`src/rtl/tag_ident_pkg.sv`:
```
// Package: shared widths and register indices for the tag identifier block.
// Assumes identifiers are a whole number of nibble-sized fields.
package tag_ident_pkg;
    localparam int unsigned ID_W     = 8;
    localparam int unsigned FIELD_W  = 4;
    localparam int unsigned NUM_REGS = 2;

    // Index of each write-once register within the bank.
    typedef enum logic [0:0] {
        REG_FAM = 1'b0,
        REG_FMT = 1'b1
    } reg_idx_e;
endpackage

```
`src/rtl/wo_byte_reg.sv`:
```
// Module: one write-once register with its lock and error pulse.
// The first strobe while unlocked stores the data and locks.
// A strobe while locked keeps the value and pulses err for one cycle.
// Assumes a synchronous active-low reset that models a blank tag.
module wo_byte_reg #(
    parameter int unsigned W = 8
) (
    input  logic         clk,
    input  logic         rst_n,
    input  logic         wr,
    input  logic [W-1:0] din,
    output logic [W-1:0] value,
    output logic         locked,
    output logic         err
);
    // Store on the first write, refuse and flag later ones.
    always_ff @(posedge clk) begin
        if (!rst_n) begin
            value  <= '0;
            locked <= 1'b0;
            err    <= 1'b0;
        end else begin
            err <= wr && locked;
            if (wr && !locked) begin
                value  <= din;
                locked <= 1'b1;
            end
        end
    end
endmodule

```
`src/rtl/family_match.sv`:
```
// Module: decides whether a selection request addresses the tag.
// The identifier is split into FIELD_W-wide fields. A zero request field
// matches anything, any other value must equal the stored field.
// A request without an identifier always hits. The result is registered.
module family_match #(
    parameter int unsigned ID_W    = 8,
    parameter int unsigned FIELD_W = 4
) (
    input  logic            clk,
    input  logic            rst_n,
    input  logic [ID_W-1:0] stored,
    input  logic            req_valid,
    input  logic            req_has_id,
    input  logic [ID_W-1:0] req_id,
    output logic            done,
    output logic            hit
);
    localparam int unsigned NUM_FIELDS = ID_W / FIELD_W;

    logic [NUM_FIELDS-1:0] field_ok;

    // One comparator per field, with zero acting as a wildcard.
    for (genvar f = 0; f < NUM_FIELDS; f++) begin : g_field
        logic [FIELD_W-1:0] rq;
        logic [FIELD_W-1:0] st;
        assign rq = req_id[f*FIELD_W +: FIELD_W];
        assign st = stored[f*FIELD_W +: FIELD_W];
        assign field_ok[f] = (rq == '0) || (rq == st);
    end

    // Register the decision one cycle after the request.
    always_ff @(posedge clk) begin
        if (!rst_n) begin
            done <= 1'b0;
            hit  <= 1'b0;
        end else begin
            done <= req_valid;
            hit  <= req_valid && (!req_has_id || (&field_ok));
        end
    end
endmodule

```
`src/rtl/tag_ident_regs.sv`:
```
// Module: top of the tag identifier block. It holds the family and format
// write-once registers and the family match for selection requests.
// Assumes both registers share one data bus with separate strobes, and that
// the match reads the family value held before any write in the same cycle.
module tag_ident_regs
    import tag_ident_pkg::*;
(
    input  logic            clk,
    input  logic            rst_n,
    input  logic            fam_wr,
    input  logic            fmt_wr,
    input  logic [ID_W-1:0] wr_byte,
    output logic [ID_W-1:0] fam_id,
    output logic [ID_W-1:0] fmt_id,
    output logic            fam_lock,
    output logic            fmt_lock,
    output logic            fam_wr_err,
    output logic            fmt_wr_err,
    input  logic            sel_valid,
    input  logic            sel_has_id,
    input  logic [ID_W-1:0] sel_id,
    output logic            sel_done,
    output logic            sel_hit
);
    logic [NUM_REGS-1:0]           wr_vec;
    logic [NUM_REGS-1:0][ID_W-1:0] val_vec;
    logic [NUM_REGS-1:0]           lock_vec;
    logic [NUM_REGS-1:0]           err_vec;

    assign wr_vec[REG_FAM] = fam_wr;
    assign wr_vec[REG_FMT] = fmt_wr;

    // One write-once register per identifier.
    for (genvar i = 0; i < NUM_REGS; i++) begin : g_reg
        wo_byte_reg #(.W(ID_W)) u_reg (
            .clk    (clk),
            .rst_n  (rst_n),
            .wr     (wr_vec[i]),
            .din    (wr_byte),
            .value  (val_vec[i]),
            .locked (lock_vec[i]),
            .err    (err_vec[i])
        );
    end

    assign fam_id     = val_vec[REG_FAM];
    assign fmt_id     = val_vec[REG_FMT];
    assign fam_lock   = lock_vec[REG_FAM];
    assign fmt_lock   = lock_vec[REG_FMT];
    assign fam_wr_err = err_vec[REG_FAM];
    assign fmt_wr_err = err_vec[REG_FMT];

    family_match #(.ID_W(ID_W), .FIELD_W(FIELD_W)) u_match (
        .clk        (clk),
        .rst_n      (rst_n),
        .stored     (val_vec[REG_FAM]),
        .req_valid  (sel_valid),
        .req_has_id (sel_has_id),
        .req_id     (sel_id),
        .done       (sel_done),
        .hit        (sel_hit)
    );
endmodule

```
`config.mk`:
```
export PLATFORM = sky130hd
export DESIGN_NAME = tag_ident_regs
export DESIGN_NICKNAME = d
export VERILOG_FILES = /design/src/rtl/tag_ident_pkg.sv /design/src/rtl/wo_byte_reg.sv /design/src/rtl/family_match.sv /design/src/rtl/tag_ident_regs.sv
export SDC_FILE = /design/constraint.sdc
export NUM_CORES = 1
export LEC_CHECK = 0
export BUFFER_PORTS_ARGS = -buffer_cell sky130_fd_sc_hd__buf_2
export CAP_MARGIN = 15
export CELL_PAD_IN_SITES_DETAIL_PLACEMENT = 2
export CELL_PAD_IN_SITES_GLOBAL_PLACEMENT = 2
export CORE_MARGIN = 3
export CORE_UTILIZATION = 28
export CTS_CLUSTER_DIAMETER = 60
export DETAILED_ROUTE_END_ITERATION = 10
export PLACE_DENSITY = 0.81
export RECOVER_POWER = 50
export SYNTH_ARGS = -nofsm -noshare
export SYNTH_HDL_FRONTEND = slang
export SYNTH_HIERARCHICAL = 1
export SYNTH_SLANG_ARGS = --single-unit
```
`constraint.sdc`:
```
create_clock -name clk -period 1.6 [get_ports clk]
set_input_delay 0 -clock clk [delete_from_list [all_inputs] [get_ports clk]]
set_output_delay 0 -clock clk [all_outputs]
set_load 0.02 [all_outputs]
```
==> run metrics <==
status finished, final reports clean; GR Util All Layers 0.141; Die Width 64.4 um; clock period minus final worst setup slack 1.12 ns; number of max-capacitance violations reported 0; number of iterations in the first detailed-routing pass 2; number of global-route vias before repair 983; kind of end point of the critical path flip-flop; fin. max-slew vios 0; # IOs 44; most common cell after layout, fill and taps aside sky130_fd_sc_hd__nand2_1; leading area contributor after synthesis sky130_fd_sc_hd__dfxtp_1; number of buffers on the longest clock path 2; largest incremental delay on the critical path 0.36 ns; routed len/inst 14.9 um; final setup violation count 0; critical path startpoint category flip-flop; peak fanout along the critical path 3; first-pass GRT wire length 4.55 mm; Yosys Warn Count 6; area of placed instances 1170 um2; synthesis-to-layout area growth 33.6%; portion of synthesized cell area occupied by the leading cell type 0.461; FF-to-FF setup slack 0.48 ns; leakage power figure 0.577 nW; fraction of the cycle the final worst path needs 0.699; maximum clock frequency 895 MHz; post-synthesis sequential area ratio 0.461; master cell of the clock root buffer sky130_fd_sc_hd__clkbuf_4; number of hold violations in the final report 0; chain of cells forming the critical path xor2_1 -> nor4_1 -> o221a_2; top post-synthesis cells by area sky130_fd_sc_hd__dfxtp_1 46%, sky130_fd_sc_hd__mux2i_1 17%, sky130_fd_sc_hd__nand2_1 13%, sky130_fd_sc_hd__xor2_1 7.3%, sky130_fd_sc_hd__buf_6 4.7%; remaining global-route overflow 0; # clock sinks 22; clock-pin slew on the worst setup and hold paths 0.12 ns; clock latency of the later-clocked register in the worst-skew pair 0.30 ns; Synth Net Count 118; number of nets at the end of the flow 171; Slowest cell on crit path sky130_fd_sc_hd__dfxtp_1; worst clock skew on the final layout 0.00153 ns; netlist area before placement 956 um2; port bufs 43; Initial Util 0.303; worst vdd rail ir drop 0.323 mV; number of CTS-inserted buffers 3; Setup TNS Final 0 ns; Mapped Avg Cell Area 9.96 um2; H-tree levels 1; number of synthesized register bits 22; gpl congestion 0.702; Non-Filler Cell Area, Final 1280 um2; total core area 3150 um2; remaining antenna violation count 0; Pwr Density 847 nW/um2; relative slew slack 0.589; Synth Instances 96; Filler cells 409; initial antenna violation count 0; via total after detailed routing 867; clock tree from TritonCTS done; Rows 20; leading cell types in the layout, fill and taps excluded 32 x sky130_fd_sc_hd__nand2_1, 26 x sky130_fd_sc_hd__buf_2, 22 x sky130_fd_sc_hd__dfxtp_1; distinct cell type count after synthesis 13; Gates resized, CTS repair 0; Setup Crit Path Kind reg -> reg; die footprint 4150 um2; DRC 0; WL final 2.85 mm; Die Span Y 64.4 um; number of design-rule violations left by the first detailed-router iteration 25; estimated wirelength of the detail-placed design 2.06 mm; via count normalized by instance count 4.54; setup repair after global routing missed its margin false; type of the worst min-delay path in -> reg; ratio of cells with drive above 1 in the final layout 0.231; Critical Path RT 1.85 ns; largest net degree at the start of global routing 38; Antenna diodes 0; Worst-Margin Slew 0.617 ns; setup fix buffers added after clock tree synthesis 0; critical path data arrival time 1.37 ns
-- Yosys cell counts --
library cell,n
sky130_fd_sc_hd__and2_1,1
sky130_fd_sc_hd__mux2i_1,16
sky130_fd_sc_hd__buf_6,4
sky130_fd_sc_hd__nor4_1,2
sky130_fd_sc_hd__dfxtp_1,22
sky130_fd_sc_hd__o221a_2,1
sky130_fd_sc_hd__o41ai_1,2
sky130_fd_sc_hd__xor2_1,8
sky130_fd_sc_hd__nand2_1,32
sky130_fd_sc_hd__nor2b_4,2
sky130_fd_sc_hd__and3_2,2
sky130_fd_sc_hd__o21a_1,2
sky130_fd_sc_hd__buf_4,2
-- what timing repair did --
item | 4_1_cts | 5_1_grt
hold buffers | 11 | 0
hold endpoints to repair | 21 | 0
setup endpoints to repair | 0 | 0
-- worst paths after layout --
kind | start | to | depth (start not counted)
setup reg to reg | g_reg[0].u_reg/value[7] | u_match/hit | 3
hold reg to reg | g_reg[1].u_reg/value[0] | g_reg[1].u_reg/value[0] | 2
hold / removal | sel_has_id | u_match/hit | 3
setup / recovery | g_reg[0].u_reg/value[7] | u_match/hit | 3
-- cell type report --
cell class                 count  area (um2)  area share
sequential                    22         440       0.345
multi-input combinational     68         455       0.357
tap                           44        55.1      0.0431
clock buffer                   3        22.5      0.0176
timing repair buffer          54         304       0.238
-- power by group --
group	switching, mW	internal [mW]
Sequential	0.0256	0.581
Clock	0.161	0.0877
Combinational	0.129	0.0964
Total	0.317	0.765
-- registers in the layout, summed over array words and instances (netlist names) --
signal	flops
g.u_reg/value	16
g.u_reg/locked	2
u_match/hit	1
u_match/done	1
g.u_reg/err	2
-- critical path, delay by kind of cell (launching register included) --
family	cells	cell delay [ns]
AOI/OAI and AO/OA	1	0.23
DFF	1	0.36
xor gates and xnor gates	1	0.15
and+or+nand+nor	1	0.33
-- logic make-up (layout without fill, tap and decap cells) --
| logic type | Yosys count | in the layout | share of synthesized area |
|---|---|---|---|
| buffers and inverters | 6 | 57 | 0.0628 |
| AND/OR/NAND/NOR | 39 | 39 | 0.190 |
| multiplexers | 16 | 16 | 0.168 |
| AO/OA/AOI/OAI | 5 | 5 | 0.0458 |
| flip-flops | 22 | 22 | 0.461 |
| XOR/XNOR | 8 | 8 | 0.0733 |
-- per-stage QoR --
stage	utilization	setup slack, ns	std cells	hold slack (ns)	total power [mW]
after floorplan	-	0.533	96	0.110	0.755
after global placement	0.370	0.573	177	0.220	0.819
after detailed placement	0.370	0.505	177	0.237	0.830
after CTS	0.412	0.473	191	0.0584	1.10
after global routing	0.405	0.393	191	0.0649	1.14
final	0.405	0.482	191	0.0699	1.08
-- layer usage --
metal	GRT usage	routed length, um
met1	0.155	1210
met2	0.273	1460
met3	0.0277	175
met4	0.0317	0
met5	0	0
Power figures use the tool's default switching activity.
